File: src/rtl/irqd_pkg.sv
package irqd_pkg;

  typedef enum logic [3:0] {
    OP_NONE, OP_DOMCFG, OP_SRCCFG, OP_SETIP, OP_SETIPNUM, OP_CLRIP, OP_CLRIPNUM,
    OP_SETIE, OP_SETIENUM, OP_CLRIE, OP_CLRIENUM, OP_NUM_LE, OP_NUM_BE,
    OP_GENMSI, OP_TARGET
  } reg_op_e;

  localparam logic [31:0] OFF_DOMCFG   = 32'h0000;
  localparam logic [31:0] OFF_SRCCFG   = 32'h0004;
  localparam logic [31:0] OFF_SETIP    = 32'h1C00;
  localparam logic [31:0] OFF_SETIPNUM = 32'h1CDC;
  localparam logic [31:0] OFF_CLRIP    = 32'h1D00;
  localparam logic [31:0] OFF_CLRIPNUM = 32'h1DDC;
  localparam logic [31:0] OFF_SETIE    = 32'h1E00;
  localparam logic [31:0] OFF_SETIENUM = 32'h1EDC;
  localparam logic [31:0] OFF_CLRIE    = 32'h1F00;
  localparam logic [31:0] OFF_CLRIENUM = 32'h1FDC;
  localparam logic [31:0] OFF_NUM_LE   = 32'h2000;
  localparam logic [31:0] OFF_NUM_BE   = 32'h2004;
  localparam logic [31:0] OFF_GENMSI   = 32'h3000;
  localparam logic [31:0] OFF_TARGET   = 32'h3004;

endpackage

File: src/rtl/irqd_addr_decode.sv
module irqd_addr_decode
  import irqd_pkg::*;
#(
  parameter int AW      = 16,
  parameter int NUM_SRC = 40,
  parameter int NWORDS  = 2,
  parameter int IW      = 6,
  parameter int WW      = 1
) (
  input  logic [AW-1:0] addr_i,
  input  logic [2:0]    size_i,
  output reg_op_e       op_o,
  output logic [IW-1:0] src_o,
  output logic [WW-1:0] word_o,
  output logic          err_o
);

  localparam logic [31:0] ARR_SPAN = 32'(NUM_SRC * 4);
  localparam logic [31:0] BIT_SPAN = 32'(NWORDS * 4);

  logic [31:0] off;
  assign off = 32'(addr_i);

  function automatic logic in_bits(input logic [31:0] o, input logic [31:0] base);
    return (o >= base) && (o < base + BIT_SPAN);
  endfunction

  function automatic logic in_arr(input logic [31:0] o, input logic [31:0] base);
    return (o >= base) && (o < base + ARR_SPAN);
  endfunction

  always_comb begin
    op_o   = OP_NONE;
    src_o  = '0;
    word_o = '0;
    if (off == OFF_DOMCFG) op_o = OP_DOMCFG;
    else if (in_arr(off, OFF_SRCCFG)) begin
      op_o  = OP_SRCCFG;
      src_o = IW'(((off - OFF_SRCCFG) >> 2) + 32'd1);
    end else if (in_bits(off, OFF_SETIP)) begin
      op_o   = OP_SETIP;
      word_o = WW'((off - OFF_SETIP) >> 2);
    end else if (off == OFF_SETIPNUM) op_o = OP_SETIPNUM;
    else if (in_bits(off, OFF_CLRIP)) begin
      op_o   = OP_CLRIP;
      word_o = WW'((off - OFF_CLRIP) >> 2);
    end else if (off == OFF_CLRIPNUM) op_o = OP_CLRIPNUM;
    else if (in_bits(off, OFF_SETIE)) begin
      op_o   = OP_SETIE;
      word_o = WW'((off - OFF_SETIE) >> 2);
    end else if (off == OFF_SETIENUM) op_o = OP_SETIENUM;
    else if (in_bits(off, OFF_CLRIE)) begin
      op_o   = OP_CLRIE;
      word_o = WW'((off - OFF_CLRIE) >> 2);
    end else if (off == OFF_CLRIENUM) op_o = OP_CLRIENUM;
    else if (off == OFF_NUM_LE)  op_o = OP_NUM_LE;
    else if (off == OFF_NUM_BE)  op_o = OP_NUM_BE;
    else if (off == OFF_GENMSI)  op_o = OP_GENMSI;
    else if (in_arr(off, OFF_TARGET)) begin
      op_o  = OP_TARGET;
      src_o = IW'(((off - OFF_TARGET) >> 2) + 32'd1);
    end
  end

  assign err_o = (off[1:0] != 2'b00) || (size_i != 3'd4) || (op_o == OP_NONE);

endmodule

File: src/rtl/irqd_bit_gather.sv
module irqd_bit_gather #(
  parameter int NIRQ   = 41,
  parameter int NWORDS = 2,
  parameter int WW     = 1
) (
  input  logic [NIRQ-1:0] bits_i,
  input  logic [WW-1:0]   word_i,
  output logic [31:0]     word_o
);

  logic [NWORDS*32-1:0] padded;
  logic [31:0]          words [NWORDS];

  // source 0 does not exist
  always_comb begin
    padded = '0;
    padded[NIRQ-1:0] = bits_i & ~NIRQ'(1);
  end

  for (genvar w = 0; w < NWORDS; w++) begin : g_word
    assign words[w] = padded[w*32 +: 32];
  end

  always_comb begin
    word_o = '0;
    for (int w = 0; w < NWORDS; w++)
      if (word_i == WW'(w)) word_o = words[w];
  end

endmodule

File: src/rtl/irqd_strobe_gen.sv
module irqd_strobe_gen
  import irqd_pkg::*;
#(
  parameter int NUM_SRC = 40,
  parameter int NIRQ    = 41,
  parameter int WW      = 1
) (
  input  logic            clk_i,
  input  logic            rst_ni,
  input  logic            fire_i,
  input  reg_op_e         op_i,
  input  logic [WW-1:0]   word_i,
  input  logic [31:0]     wdata_i,
  output logic [NIRQ-1:0] set_pend_o,
  output logic [NIRQ-1:0] clr_pend_o,
  output logic [NIRQ-1:0] set_en_o,
  output logic [NIRQ-1:0] clr_en_o
);

  logic [31:0]     num;
  logic [NIRQ-1:0] sp_d, cp_d, se_d, ce_d;
  logic            is_sp_num;

  assign num = (op_i == OP_NUM_BE) ?
               {wdata_i[7:0], wdata_i[15:8], wdata_i[23:16], wdata_i[31:24]} : wdata_i;
  assign is_sp_num = (op_i == OP_SETIPNUM) || (op_i == OP_NUM_LE) || (op_i == OP_NUM_BE);

  assign sp_d[0] = 1'b0;
  assign cp_d[0] = 1'b0;
  assign se_d[0] = 1'b0;
  assign ce_d[0] = 1'b0;

  for (genvar i = 1; i <= NUM_SRC; i++) begin : g_src
    localparam int W = i / 32;
    localparam int B = i % 32;
    logic arr_hit, num_hit;
    assign arr_hit = (word_i == WW'(W)) && wdata_i[B];
    assign num_hit = (num == 32'(i));
    assign sp_d[i] = fire_i && (((op_i == OP_SETIP) && arr_hit) || (is_sp_num && num_hit));
    assign cp_d[i] = fire_i && (((op_i == OP_CLRIP) && arr_hit) || ((op_i == OP_CLRIPNUM) && num_hit));
    assign se_d[i] = fire_i && (((op_i == OP_SETIE) && arr_hit) || ((op_i == OP_SETIENUM) && num_hit));
    assign ce_d[i] = fire_i && (((op_i == OP_CLRIE) && arr_hit) || ((op_i == OP_CLRIENUM) && num_hit));
  end

  always_ff @(posedge clk_i or negedge rst_ni) begin
    if (!rst_ni) begin
      set_pend_o <= '0;
      clr_pend_o <= '0;
      set_en_o   <= '0;
      clr_en_o   <= '0;
    end else begin
      set_pend_o <= sp_d;
      clr_pend_o <= cp_d;
      set_en_o   <= se_d;
      clr_en_o   <= ce_d;
    end
  end

endmodule

File: src/rtl/irqd_regdec.sv
module irqd_regdec
  import irqd_pkg::*;
#(
  parameter int          NUM_SRC   = 40,
  parameter int          AW        = 16,
  parameter int          IE_BIT    = 8,
  parameter int          DM_BIT    = 2,
  parameter logic [31:0] RO_MASK   = 32'h8000_0000,
  parameter int          GUEST_LSB = 12,
  parameter int          GUEST_W   = 6,
  localparam int         NIRQ      = NUM_SRC + 1,
  localparam int         IW        = $clog2(NIRQ),
  localparam int         NWORDS    = (NIRQ + 31) / 32,
  localparam int         WW        = (NWORDS > 1) ? $clog2(NWORDS) : 1
) (
  input  logic            clk_i,
  input  logic            rst_ni,
  input  logic            req_valid_i,
  input  logic            req_write_i,
  input  logic [AW-1:0]   req_addr_i,
  input  logic [2:0]      req_size_i,
  input  logic [31:0]     req_wdata_i,
  output logic            rsp_valid_o,
  output logic            rsp_err_o,
  output logic [31:0]     rsp_rdata_o,
  output logic [IW-1:0]   rd_src_o,
  input  logic [31:0]     cfg_rdata_i,
  input  logic [31:0]     tgt_rdata_i,
  input  logic [NIRQ-1:0] pend_i,
  input  logic [NIRQ-1:0] level_i,
  input  logic [NIRQ-1:0] en_i,
  output logic [NIRQ-1:0] set_pend_o,
  output logic [NIRQ-1:0] clr_pend_o,
  output logic [NIRQ-1:0] set_en_o,
  output logic [NIRQ-1:0] clr_en_o,
  output logic            cfg_we_o,
  output logic            tgt_we_o,
  output logic [IW-1:0]   wr_src_o,
  output logic [31:0]     wr_data_o,
  output logic            dom_ie_o,
  output logic            msi_req_o,
  output logic [31:0]     genmsi_o,
  output logic            rescan_o
);

  localparam logic [31:0] GUEST_MASK = ((32'd1 << GUEST_W) - 32'd1) << GUEST_LSB;

  reg_op_e       op;
  logic [IW-1:0] dec_src;
  logic [WW-1:0] dec_word;
  logic          dec_err;
  logic          wr_fire, rd_fire;
  logic [31:0]   pend_word, lvl_word, en_word, rd_mux;
  logic          ie_q, wr_acc_q;
  logic [31:0]   genmsi_q;

  irqd_addr_decode #(
    .AW(AW), .NUM_SRC(NUM_SRC), .NWORDS(NWORDS), .IW(IW), .WW(WW)
  ) u_dec (
    .addr_i(req_addr_i), .size_i(req_size_i),
    .op_o(op), .src_o(dec_src), .word_o(dec_word), .err_o(dec_err)
  );

  irqd_bit_gather #(.NIRQ(NIRQ), .NWORDS(NWORDS), .WW(WW)) u_gat_pend (
    .bits_i(pend_i), .word_i(dec_word), .word_o(pend_word)
  );
  irqd_bit_gather #(.NIRQ(NIRQ), .NWORDS(NWORDS), .WW(WW)) u_gat_lvl (
    .bits_i(level_i), .word_i(dec_word), .word_o(lvl_word)
  );
  irqd_bit_gather #(.NIRQ(NIRQ), .NWORDS(NWORDS), .WW(WW)) u_gat_en (
    .bits_i(en_i), .word_i(dec_word), .word_o(en_word)
  );

  assign wr_fire  = req_valid_i && !dec_err && req_write_i;
  assign rd_fire  = req_valid_i && !dec_err && !req_write_i;
  assign rd_src_o = dec_src;

  irqd_strobe_gen #(.NUM_SRC(NUM_SRC), .NIRQ(NIRQ), .WW(WW)) u_stb (
    .clk_i(clk_i), .rst_ni(rst_ni), .fire_i(wr_fire), .op_i(op),
    .word_i(dec_word), .wdata_i(req_wdata_i),
    .set_pend_o(set_pend_o), .clr_pend_o(clr_pend_o),
    .set_en_o(set_en_o), .clr_en_o(clr_en_o)
  );

  always_comb begin
    unique case (op)
      OP_DOMCFG: rd_mux = RO_MASK | (32'd1 << DM_BIT) | (32'(ie_q) << IE_BIT);
      OP_SRCCFG: rd_mux = cfg_rdata_i;
      OP_SETIP:  rd_mux = pend_word;
      OP_CLRIP:  rd_mux = lvl_word;  // input levels, not pending
      OP_SETIE:  rd_mux = en_word;
      OP_GENMSI: rd_mux = genmsi_q;
      OP_TARGET: rd_mux = tgt_rdata_i;
      default:   rd_mux = '0;
    endcase
  end

  always_ff @(posedge clk_i or negedge rst_ni) begin
    if (!rst_ni) begin
      rsp_valid_o <= 1'b0;
      rsp_err_o   <= 1'b0;
      rsp_rdata_o <= '0;
      ie_q        <= 1'b0;
      genmsi_q    <= '0;
      msi_req_o   <= 1'b0;
      cfg_we_o    <= 1'b0;
      tgt_we_o    <= 1'b0;
      wr_src_o    <= '0;
      wr_data_o   <= '0;
      wr_acc_q    <= 1'b0;
      rescan_o    <= 1'b0;
    end else begin
      rsp_valid_o <= req_valid_i;
      rsp_err_o   <= req_valid_i && dec_err;
      rsp_rdata_o <= rd_fire ? rd_mux : '0;
      msi_req_o   <= wr_fire && (op == OP_GENMSI);
      cfg_we_o    <= wr_fire && (op == OP_SRCCFG);
      tgt_we_o    <= wr_fire && (op == OP_TARGET);
      wr_acc_q    <= wr_fire;
      rescan_o    <= wr_acc_q;
      if (wr_fire && (op == OP_DOMCFG)) ie_q <= req_wdata_i[IE_BIT];
      if (wr_fire && (op == OP_GENMSI)) genmsi_q <= req_wdata_i & ~GUEST_MASK;
      if (wr_fire && ((op == OP_SRCCFG) || (op == OP_TARGET))) begin
        wr_src_o  <= dec_src;
        wr_data_o <= req_wdata_i;
      end
    end
  end

  assign dom_ie_o = ie_q;
  assign genmsi_o = genmsi_q;

endmodule

File: config.mk
export PLATFORM = sky130hd
export DESIGN_NAME = irqd_regdec
export DESIGN_NICKNAME = d
export VERILOG_FILES = /design/src/rtl/irqd_pkg.sv /design/src/rtl/irqd_addr_decode.sv /design/src/rtl/irqd_bit_gather.sv /design/src/rtl/irqd_strobe_gen.sv /design/src/rtl/irqd_regdec.sv
export SDC_FILE = /design/constraint.sdc
export NUM_CORES = 1
export LEC_CHECK = 0
export BUFFER_PORTS_ARGS = -buffer_cell sky130_fd_sc_hd__buf_2
export CAP_MARGIN = 5
export CORE_AREA = 2 2 201 203
export DETAILED_ROUTE_END_ITERATION = 7
export DIE_AREA = 0 0 203 205
export GPL_TIMING_DRIVEN = 0
export SLEW_MARGIN = 15
export SYNTH_ARGS = -nofsm -noshare
export SYNTH_HDL_FRONTEND = slang
export SYNTH_SLANG_ARGS = --single-unit
export TNS_END_PERCENT = 1
File: constraint.sdc
create_clock -name clk_i -period 2.5 [get_ports clk_i]
set_clock_uncertainty 0.1 [all_clocks]
set_input_delay 0.125 -clock clk_i [delete_from_list [all_inputs] [get_ports clk_i]]
set_output_delay 0.125 -clock clk_i [all_outputs]
set_load 0.05 [all_outputs]
* Yosys cells after proc, flatten, opt, wreduce, memory -nomap -nowiden
Cells that the tools add are included.
** Word-level totals
- Flip-flop bits (word level) :: 264
** Operators by class
- $add $sub $neg :: 8
- $lt $le $gt $ge :: 12
- Equal/unequal tests :: 62
- Muxes and demuxes :: 43
- Bitwise logic cells :: 1
- Reductions and logical operators :: 705
** Operators with widths (count)
- logical AND 1 bit :: 535
- == test 32 x 5 -> 1 bit (second input constant) :: 16
- == test 32 x 6 -> 1 bit (second input constant) :: 9
- == test 32 x 4 -> 1 bit (second input constant) :: 8
- case mux 32 bit (7 select lines) :: 1
- logical OR 1 bit :: 165
- two-way mux 32 bit :: 5
- == test 32 x 3 -> 1 bit (second input constant) :: 4
- two-way mux 6 bit :: 14
- == test 16 x 13 -> 1 bit (second input constant) :: 4
- == test 32 x 2 -> 1 bit (second input constant) :: 2
- >= comparator 16 x 13 -> 1 bit (second input constant) :: 4
- less-than comparator 16 x 13 -> 1 bit (second input constant) :: 4
- two-way mux 4 bit :: 14
- == test 16 x 14 -> 1 bit (second input constant) :: 3
- == test 32 x 1 -> 1 bit (second input constant) :: 1
- zero test 32 bit :: 1
- == test 4 bit (second input constant) :: 7
- == test 4 x 3 -> 1 bit (second input constant) :: 4
- >= comparator 16 x 14 -> 1 bit (second input constant) :: 1
- >= comparator 16 x 3 -> 1 bit (second input constant) :: 1
- less-than comparator 16 x 14 -> 1 bit (second input constant) :: 1
- less-than comparator 16 x 8 -> 1 bit (second input constant) :: 1
- subtractor 8 x 3 -> 8 bit (second input constant) :: 2
- other kinds (10) :: 24

* Logic depth before layout (Yosys ltp)
Gate-level depths: netlist (run 1).
- Depth in word-level cells :: 22
- Depth in mapped cells :: 14
- Depth with buffers taken out :: 9

* Modules after synthesis
Synthesis (run 1) repeated with hierarchy kept, for this count alone.
** Second synthesis, totals
- Cell total of the unflattened synthesis :: 1119
- Area, all modules :: 12464.5 µm²
** By module, submodules not included
- irqd_strobe_gen :: times used 1, cells an instance 523, area each 6199.7 µm²
- irqd_regdec :: times used 1, cells an instance 401, area each 4869.7 µm²
- irqd_bit_gather :: times used 3, cells an instance 35, area each 261.5 µm²
- irqd_addr_decode :: times used 1, cells an instance 90, area each 610.6 µm²

* Worst setup path after synthesis (run 1)
OpenSTA, ideal clock, no wires.
- Path kind :: input -> register
- Start point :: input port req_addr_i[2]
- End point :: register wr_src_o[2]
- Arrival time :: 3.682 ns
- Setup slack :: -1.355 ns
- Stages on the path :: 11
- Path buffers :: 3
- Cell sequence :: clkbuf_1 -> inv_1 -> ha_1 -> buf_2 -> a31oi_1 -> nand4_2 -> o22ai_4 -> clkbuf_1 -> nand2_1 -> nor3b_1 -> mux2_2
** On the way
- Elaborated cells between the ends (all ways) :: 67
- Those cells by class :: add/sub: 4; order compare: 12; eq/ne: 9; mux: 28; reduce/logical: 14
** RTL lines
- start, declared :: RTL line irqd_regdec.sv:20 : input logic [AW-1:0] req_addr_i,
- subtractor 8 x 3 -> 8 bit (tied with other cells) :: RTL line irqd_addr_decode.sv:39, irqd_addr_decode.sv:61
- adder 6 x 1 -> 6 bit or logical AND 1 bit (tied branches) :: RTL line irqd_addr_decode.sv:39, irqd_addr_decode.sv:61, irqd_addr_decode.sv:29
- two-way mux 6 bit :: RTL line irqd_addr_decode.sv:59 : else if (in_arr(off, OFF_TARGET)) begin
- two-way mux 6 bit :: RTL line irqd_addr_decode.sv:58 : else if (off == OFF_GENMSI) op_o = OP_GENMSI;
- two-way mux 6 bit :: RTL line irqd_addr_decode.sv:57 : else if (off == OFF_NUM_BE) op_o = OP_NUM_BE;
- two-way mux 6 bit :: RTL line irqd_addr_decode.sv:56 : else if (off == OFF_NUM_LE) op_o = OP_NUM_LE;
- two-way mux 6 bit :: RTL line irqd_addr_decode.sv:55 : end else if (off == OFF_CLRIENUM) op_o = OP_CLRIENUM;
- two-way mux 6 bit :: RTL line irqd_addr_decode.sv:52 : else if (in_bits(off, OFF_CLRIE)) begin
- two-way mux 6 bit :: RTL line irqd_addr_decode.sv:51 : end else if (off == OFF_SETIENUM) op_o = OP_SETIENUM;
- two-way mux 6 bit :: RTL line irqd_addr_decode.sv:48 : else if (in_bits(off, OFF_SETIE)) begin
- two-way mux 6 bit :: RTL line irqd_addr_decode.sv:47 : end else if (off == OFF_CLRIPNUM) op_o = OP_CLRIPNUM;
- two-way mux 6 bit :: RTL line irqd_addr_decode.sv:44 : else if (in_bits(off, OFF_CLRIP)) begin
- two-way mux 6 bit :: RTL line irqd_addr_decode.sv:43 : end else if (off == OFF_SETIPNUM) op_o = OP_SETIPNUM;
- two-way mux 6 bit :: RTL line irqd_addr_decode.sv:40 : end else if (in_bits(off, OFF_SETIP)) begin
- two-way mux 6 bit :: RTL line irqd_addr_decode.sv:37 : else if (in_arr(off, OFF_SRCCFG)) begin
- two-way mux 6 bit * :: RTL line irqd_addr_decode.sv:36 : if (off == OFF_DOMCFG) op_o = OP_DOMCFG;
- via rd_src_o[2] :: RTL line irqd_regdec.sv:26 : output logic [IW-1:0] rd_src_o,
- end signal, assigned :: RTL line irqd_regdec.sv:124 : wr_src_o <= dec_src;
- end, declared :: RTL line irqd_regdec.sv:38 : output logic [IW-1:0] wr_src_o,
Mark *: on every way through the listed nets, which the timed path passes. The rest lies on a longest branch.
A chain may end at the register's enable or synchronous reset.

* Worst setup path in the final report (run 1)
- Start point :: input port req_addr_i[13]
- End point :: register u_stb.set_pend_o[2]
** On the way
- Longest elaborated chain between the ends :: 22
- Elaborated cells between the ends (all ways) :: 68
- Those cells by class :: order compare: 12; eq/ne: 12; mux: 24; bitwise: 1; reduce/logical: 19
** RTL lines
- >= comparator 16 x 14 -> 1 bit or less-than comparator 16 x 14 -> 1 bit (tied branches) :: RTL line irqd_addr_decode.sv:29 : return (o >= base) && (o < base + ARR_SPAN);
- logical AND 1 bit :: RTL line irqd_addr_decode.sv:29
- two-way mux 4 bit :: RTL line irqd_addr_decode.sv:59
- two-way mux 4 bit :: RTL line irqd_addr_decode.sv:58
- two-way mux 4 bit :: RTL line irqd_addr_decode.sv:57
- two-way mux 4 bit :: RTL line irqd_addr_decode.sv:56
- two-way mux 4 bit :: RTL line irqd_addr_decode.sv:55
- two-way mux 4 bit :: RTL line irqd_addr_decode.sv:52
- [7 not listed]
- two-way mux 4 bit :: RTL line irqd_addr_decode.sv:36
- == test 4 bit (tied with other cells) :: RTL line irqd_strobe_gen.sv:24, irqd_strobe_gen.sv:26
- two-way mux 32 bit (tied with other cells) :: RTL line irqd_strobe_gen.sv:24 : assign num = (op_i == OP_NUM_BE) ?
- == test 32 x 2 -> 1 bit (tied with other cells) :: RTL line irqd_strobe_gen.sv:38 : assign num_hit = (num == 32'(i));
- logical AND 1 bit, on equally long branches :: RTL line irqd_strobe_gen.sv:39, irqd_regdec.sv:74
- logical OR 1 bit or logical AND 1 bit (tied branches) :: RTL line irqd_strobe_gen.sv:39, irqd_regdec.sv:74
- logical AND 1 bit * :: RTL line irqd_strobe_gen.sv:39 : assign sp_d[i] = fire_i && (((op_i == OP_SETIP) && arr_hit) || (is_sp_num && num_hit));
- via u_stb.sp_d[2] :: RTL line irqd_strobe_gen.sv:21 : logic [NIRQ-1:0] sp_d, cp_d, se_d, ce_d;
- end signal, assigned :: RTL line irqd_strobe_gen.sv:52 : set_pend_o <= sp_d;
- end, declared :: RTL line irqd_strobe_gen.sv:14 : output logic [NIRQ-1:0] set_pend_o,
Marked as above.

==> results of run 1 <==
Yosys cell counts, drive strengths merged (20+ instances only):
cell type	n	area, um^2
nor4	24	208
buf	55	344
nand2	103	387
o21ai	20	104
a22o	46	403
inv	22	82.6
o32ai	61	602
a221oi	21	184
a21oi	62	314
o2111ai	21	184
a222oi	25	250
nand3	56	290
mux2i	24	240
nor2	69	272
clkbuf	61	229
mux2	83	935
dfrtp	264	6610
final timing paths:
path | end | slack (ns)
hold reg to reg | rescan_o | 0.25
max in group asynchronous | rsp_rdata_o[4] | 1.35
hold / removal | wr_data_o[17] | -0.01
setup / recovery | u_stb.set_pend_o[2] | -0.15
min in group clk_i | rsp_rdata_o[8] | 0.01
setup reg to reg | rsp_rdata_o[8] | 1.29
cells by family (layout without fill, tap and decap cells):
| kind of cell | count (synthesis) | after routing | share of synthesized area (%) |
|---|---|---|---|
| AND/OR/NAND/NOR | 321 | 321 | 12.6 |
| buffers and inverters | 138 | 878 | 4.99 |
| flip-flops | 264 | 264 | 50.3 |
| other | 1 | 12 | 0.0286 |
| XOR/XNOR | 8 | 8 | 0.534 |
| AO/OA/AOI/OAI | 346 | 346 | 22.2 |
| multiplexers | 107 | 107 | 8.95 |
| adder cells (fa/ha/maj) | 4 | 4 | 0.381 |
power by group:
part | switching, W | internal, W
Combinational | 0.000574 | 0.000424
Clock | 0.00184 | 0.00245
Sequential | 0.000000690 | 0.00428
Total | 0.00242 | 0.00715
sequential cells by signal, summed over array words and instances, names as in the netlist:
signal	count
u_stb.clr_en_o	40
u_stb.clr_pend_o	40
u_stb.set_en_o	40
u_stb.set_pend_o	40
rsp_rdata_o	32
wr_data_o	32
genmsi_o	26
wr_src_o	6
cfg_we_o	1
dom_ie_o	1
msi_req_o	1
rescan_o	1
rsp_err_o	1
rsp_valid_o	1
tgt_we_o	1
wr_acc_q	1
critical path: stages:
cell and delay (ns):
sky130_fd_sc_hd__buf_2 0.18, sky130_fd_sc_hd__and4b_1 0.27, sky130_fd_sc_hd__and4_1 0.22, sky130_fd_sc_hd__buf_6 0.14, sky130_fd_sc_hd__and2_4 0.18, sky130_fd_sc_hd__or3_4 0.43, sky130_fd_sc_hd__buf_4 0.20, sky130_fd_sc_hd__nor3_4 0.25
sky130_fd_sc_hd__mux2_4 0.38, sky130_fd_sc_hd__buf_2 0.24, sky130_fd_sc_hd__o41ai_2 0.38
layout make-up:
class,instances,area share (%)
antenna,2,0.0247
multi-input combinational,796,33.4
inverter,22,0.426
clock buffer,37,3.88
timing repair buffer,689,21.9
tap,525,3.24
sequential,264,32.6
clock inverter,17,0.815
buffer,113,3.73
routing by layer:
layer | vias to the layer above | track usage, % | routed length [um]
li1 | 6036 | - | -
met5 | - | 0 | 0
met1 | 7117 | 43.0 | 28400
met4 | 0 | 8.45 | 1950
met3 | 154 | 6.30 | 5610
met2 | 842 | 51.0 | 31500
stage by stage:
step	worst slack, ns	area (um^2)
floorplan	-0.227	13300
global placement	-3.62	16500
detailed placement	-1.57	16600
CTS	-0.122	19900
global route	-0.186	20300
finish	-0.155	20300
timing repair:
action | CTS | global route
pin swaps | 12 | 17
hold buffers | 170 | 0
buffers inserted | 12 | 6
hold endpoints to repair | 412 | 0
gates resized for setup | 117 | 100
endpoints found under the setup margin | 256 | 250
==> summary.txt, run 1 <==
Status
  – Run status: complete, but fails checks
  – Violations in the final reports: negative hold slack, negative setup slack

Timing
  – Relative slew slack: 41.8%
  – Setup violation total in the final timing report: 70
  – Worst hold margin: -0.0148 ns
  – Transition at the pin with the smallest max-transition slack: 0.873 ns
  – Hold violation count in the final report: 3
  – Sum of negative setup slack: -3.73 ns
  – Final cycle utilization of the critical path: 106%
  – Final WS setup: -0.155 ns
  – Post-layout minimum cycle time: 2.65 ns
  – Number of max-slew violations in the final report: 0
  – Unrepaired setup endpoints after global routing: true
  – Highest Clock Rate: 377 MHz

Critical path
  – Critical register-to-register path startpoint: dom_ie_o
  – Nature of the critical path startpoint: primary input
  – Worst EP arrival: 3.00 ns
  – Endpoint kind of the worst setup timing path: register
  – Data required time at the worst endpoint: ~2.9 ns
  – Crit Path Class: primary input to register
  – Worst R2R Path Depth: 3
  – Start point of the critical path: req_addr_i[13]
  – Critical path fanouts, max: 10

Synthesis
  – Share of async-settable or async-resettable flops after synthesis: 100%
  – Number of warnings issued by yosys: 0
  – Dominant synthesized flop cell: sky130_fd_sc_hd__dfrtp_1
  – Netlist Area Pre-Place: 13100 um^2
  – Count of mapped cells out of synthesis: between 1000 and 1500
  – Syn_area_per_cell: 11.0 um^2
  – Part of the Yosys area used for sequential elements: 50.3%
  – EDFF count, synth: 0
  – Total of flip-flops plus latches after synthesis: 264
  – Distinct cells, synth: 80

Placement
  – Number of placed instances with taps included: 2224
  – Weighted congestion reported at the end of routability-driven placement: 0.950
  – Number of buffer cells added on primary ports: about 500
  – HPWL Detailed: 50200 um

Routing
  – Average vias per placed instance: 5.74
  – Average wire per cell in the routed design: 27.4 um
  – Detailed Route Iter0 Violations: 1470
  – Iteration count of the initial detailed-routing pass: 8
  – Number of nets still failing antenna checks after routing: 0
  – Remaining routing DRC violations: 0
  – Via count: around 14000
  – Final wirelength: 67400 um

Global routing
  – Wire length of the first global-routing pass: 96400 um
  – Antenna violations before repair: 3
  – Number of global-route vias before repair: between 10000 and 15000
  – Overall global routing resource usage: 31.5%
  – Largest net degree at the start of global routing: 100
  – GRT overflow: 0

Clock tree
  – Number of CTS-inserted buffers: 29
  – Clock tree sinks: 264
  – CTS max path bufs: 3
  – Clk slew on worst S/H paths: roughly 0.060 ns
  – Number of levels in the clock H-tree: 1
  – Root buffer cell: sky130_fd_sc_hd__clkbuf_16
  – TritonCTS clock tree: yes
  – Clock network latency to the later pin of the worst-skew pair: 0.57 ns

Finish
  – Top library cells by usage in the layout, fill and taps aside: sky130_fd_sc_hd__buf_2, sky130_fd_sc_hd__dfrtp_1, sky130_fd_sc_hd__dlygate4sd3_1
  – Number of nets in the finished design: 2161
  – Fill cell instance count of the final layout: around 3700
  – Count of non-filler cells in the finished layout: 2465
  – Most common cell after layout, fill and taps aside: sky130_fd_sc_hd__buf_2
  – Area of all sequential standard cells: approximately 6600 um^2
  – Multi-input gate area in the final layout: approximately 6800 um^2
  – Signed area change from the synthesized netlist to the final layout: 54.4%
  – Utilization of the core after routing: 51.5%
  – Share of post-route cells with drive strength above 1: 44.7%

Floorplan
  – # IOs: 521
  – Row count: 73
  – Die outline area: 41600 um^2
  – Floorplan die height: about 210 um
  – Effective utilization at floorplan: 33.3%
  – Die W: slightly above 200 um
  – Core region area: 39400 um^2

Hold path
  – Class of the tightest hold or removal check: primary input to asynchronous set/reset pin

Run
  – Max-Cap Viols: 0

Power and ir drop
  – Highest ir drop seen on vdd: slightly below 0.5 mV
  – Power per standard cell area: 472 nW/um^2
  – Power, Total: 0.00956 W
  – Reported leakage power: 9.69 nW
(Power assumes the default switching activity.)
==> run 2: changes to the inputs <==
- ABC_AREA: unset -> 1
==> summary.txt, run 2 <==
Synthesis
  – Dominant cell type by area after synthesis: sky130_fd_sc_hd__dfrtp_1
  – Count of mapped cells out of synthesis: 1814
  – Xor and xnor area share after synthesis: 0.442%
  – Top area cells in the synthesized netlist: sky130_fd_sc_hd__dfrtp_1, sky130_fd_sc_hd__nand2_1, sky130_fd_sc_hd__nand3_1, sky130_fd_sc_hd__a21oi_1, sky130_fd_sc_hd__inv_1
  – EDFF count, synth: 0
  – Dominant combinational cell family by area after synthesis: simple AND/OR/NAND/NOR gates
  – Part of the Yosys area used for sequential elements: around 48%
  – Top-area cell type share of the netlist area: 47.7%
  – Synth Area in Simple Gates: 31.0%
  – Netlist Area Pre-Place: 13900 um^2
  – Dominant cell by count in the synthesized netlist: sky130_fd_sc_hd__nand2_1
  – Share of async-settable or async-resettable flops after synthesis: between 90% and 100%
  – Mux share of post-synthesis cell area: 0%
  – Distinct cells, synth: 44
  – Number of warnings issued by yosys: 0
  – Fraction of the mapped netlist area in adder cells: less than 1%
  – Synthesized-area fraction occupied by ao, oa, aoi and oai cells: 12.0%
  – Syn_area_per_cell: roughly 7.6 um^2
  – Dominant synthesized flop cell: sky130_fd_sc_hd__dfrtp_1
  – Top cells by count, synth: sky130_fd_sc_hd__nand2_1, sky130_fd_sc_hd__dfrtp_1, sky130_fd_sc_hd__nand3_1
  – Total of flip-flops plus latches after synthesis: 264

Global routing
  – Overall global routing resource usage: 32.8%
  – GRT overflow: 0
  – Wire length of the first global-routing pass: 101000 um
  – Number of global-route vias before repair: 16000
  – Largest net degree at the start of global routing: 100
  – Antenna violations before repair: 5

Critical path
  – Nature of the critical path startpoint: primary input
  – Worst R2R Path Depth: 4
  – Crit Path Class: primary input to register
  – Critical path cell sequence: buf_2 > inv_4 > ha_4 > nand3_2 > nor2_4 > nand2_4 > nand3_4 > nand3_4 > nor2_8 > buf_4 > nand4_1 > nand2_1 > nand2_4 > nor2_4 > buf_6 > nand3_1 > a21oi_1
  – Worst EP arrival: 2.84 ns
  – Largest delay contributor family on the critical path: simple AND/OR/NAND/NOR gates
  – Worst r2r dst: rsp_rdata_o[8]
  – Endpoint kind of the worst setup timing path: register
  – Start point of the critical path: req_addr_i[2]
  – Reg2reg setup slack: 1.21 ns
  – Critical register-to-register path startpoint: genmsi_o[8]
  – Capture point of the critical path: u_stb.set_en_o[1]
  – Critical path fanouts, max: 10
  – Levels on crit path: 17
  – CP Buf/Inv Count: 4
  – CP max-delay cell: sky130_fd_sc_hd__a21oi_1
  – Data required time at the worst endpoint: 2.88 ns
  – Largest incremental delay on the critical path: 0.24 ns

Floorplan
  – Die outline area: 41600 um^2
  – Row count: 73
  – # IOs: 521
  – Die W: 203 um
  – Effective utilization at floorplan: 35.2%
  – Floorplan die height: between 200 and 250 um
  – Core region area: 39400 um^2

Timing
  – Setup violation total in the final timing report: 0
  – Unrepaired setup endpoints after global routing: true
  – Number of max-slew violations in the final report: 0
  – Hold violation count in the final report: 0
  – Final cycle utilization of the critical path: 98.3%
  – Worst hold margin: 0.0561 ns
  – Transition at the pin with the smallest max-transition slack: 1.02 ns
  – Post-layout minimum cycle time: 2.46 ns
  – Highest Clock Rate: a little over 400 MHz
  – Relative slew slack: 31.4%
  – Final WS setup: ~0.042 ns

Status
  – Run status: finished clean

Finish
  – Most common cell after layout, fill and taps aside: sky130_fd_sc_hd__nand2_1
  – Share of post-route cells with drive strength above 1: between 30% and 40%
  – Signed area change from the synthesized netlist to the final layout: 51.0%
  – Utilization of the core after routing: 53.2%
  – Top library cells by usage in the layout, fill and taps aside: sky130_fd_sc_hd__nand2_1, sky130_fd_sc_hd__buf_2, sky130_fd_sc_hd__dfrtp_1
  – Number of nets in the finished design: 2831

Routing
  – Via count: 16500
  – Number of nets still failing antenna checks after routing: 0
  – Average vias per placed instance: 5.27
  – Detailed Route Iter0 Violations: roughly 1400
  – Iteration count of the initial detailed-routing pass: 7
  – Remaining routing DRC violations: 0
  – Final wirelength: 70400 um
  – Average wire per cell in the routed design: between 20 and 25 um

Placement
  – Number of buffer cells added on primary ports: 507
  – Weighted congestion reported at the end of routability-driven placement: between 1 and 1.5
  – HPWL Detailed: 53900 um
  – Worst Setup Slack post-DPL: -1.36 ns

Clock tree
  – TritonCTS clock tree: yes
  – Clock tree sinks: 264
  – Clk slew on worst S/H paths: roughly 0.07 ns
  – Number of levels in the clock H-tree: 1
  – CTS max path bufs: 3
  – Clock network latency to the later pin of the worst-skew pair: 0.59 ns
  – Number of CTS-inserted buffers: 28
  – Root buffer cell: sky130_fd_sc_hd__clkbuf_16

Run
  – Max-Cap Viols: 0

Power and ir drop
  – Power, Total: around 0.01 W
  – Combinational share of power: 11.8%
  – Highest ir drop seen on vdd: between 0.5 and 0.6 mV
  – Switching component of the power: 0.00262 W
  – Sequential cell fraction of total power: 43.7%
  – Internal power component: around 0.007 W
  – Power per standard cell area: 468 nW/um^2
  – Part of the power in the clock network: 44.5%
  – Reported leakage power: approximately 11 nW
  – Switching fraction of total power: between 20% and 30%

Hold path
  – Class of the tightest hold or removal check: primary input to register
[run 2: how the worst min path moves through the flow]
stage / start / endpoint / slack [ns] / cells after the start
after global routing: pend_i[37] / rsp_rdata_o[5] / 0.03 / 7
after floorplan: rst_ni / cfg_we_o / -0.27 / 0
after CTS: req_wdata_i[25] / wr_data_o[25] / -0.20 / 3
final: pend_i[37] / rsp_rdata_o[5] / 0.06 / 7
after detailed placement: rst_ni / u_stb.clr_en_o[14] / 0.03 / 1
after global placement: wr_acc_q / rescan_o / 0.24 / 0
[run 2: power by group through the flow]
stage / Sequential (W) / Clock, W / Combinational [W]
2_1_floorplan: 0.00438 / 0 / 0.000312
3_3_place_gp: 0.00436 / 0 / 0.000807
3_5_place_dp: 0.00436 / 0 / 0.000827
4_1_cts: 0.00428 / 0.00443 / 0.00110
5_1_grt: 0.00428 / 0.00460 / 0.00123
6_report: 0.00428 / 0.00436 / 0.00116
[run 2: layer usage]
layer  track usage [%]  wire, um
met1              46.5     30800
met2              51.6     31700
met3              5.47      5680
met4              9.80      2160
met5                 0         0
[run 2: logic make-up (layout without fill, tap and decap cells)]
logic type	count (synthesis)	in the layout
flops	264	264
buf+inv	255	1038
other cells	1	16
xor+xnor	7	7
simple gates	974	975
fa+ha+maj	4	4
compound gates	309	309
[run 2: timing repair]
| action | 4_1_cts | 5_1_grt |
|---|---|---|
| hold buffers | 205 | 1 |
| gates resized for setup | 69 | 121 |
| setup endpoints to repair | 261 | 264 |
| endpoints found under the hold margin | 433 | 3 |
| buffers inserted | 0 | 16 |
| pin swaps | 1 | 16 |
| gates cloned | 0 | 1 |
[run 2: area by class of cell]
| class | count | area, um^2 |
|---|---|---|
| timing repair buffer | 731 | 4820 |
| sequential | 264 | 6610 |
| antenna | 6 | 15.0 |
| clock buffer | 33 | 749 |
| inverter | 121 | 465 |
| fill | 3854 | 18400 |
| tap | 525 | 657 |
| clock inverter | 19 | 220 |
| buffer | 134 | 851 |
| multi-input combinational | 1305 | 6540 |
[run 2: worst register-to-register path, stage by stage, from the launching register on]
cell	delay, ns
sky130_fd_sc_hd__dfrtp_1	0.39
sky130_fd_sc_hd__a22oi_1	0.27
sky130_fd_sc_hd__o211ai_1	0.21
sky130_fd_sc_hd__nor2_1	0.16
sky130_fd_sc_hd__nor2_1	0.05
[run 2: through the flow]
step	instance area [um^2]	instances	setup TNS, ns
after global placement	17100	2855	-1175.31
after detailed placement	17200	2857	-257.19
after floorplan	13900	1823	-0.150
after CTS	20400	3114	-1.75
final	20900	3138	0
after global routing	20900	3137	-0.227
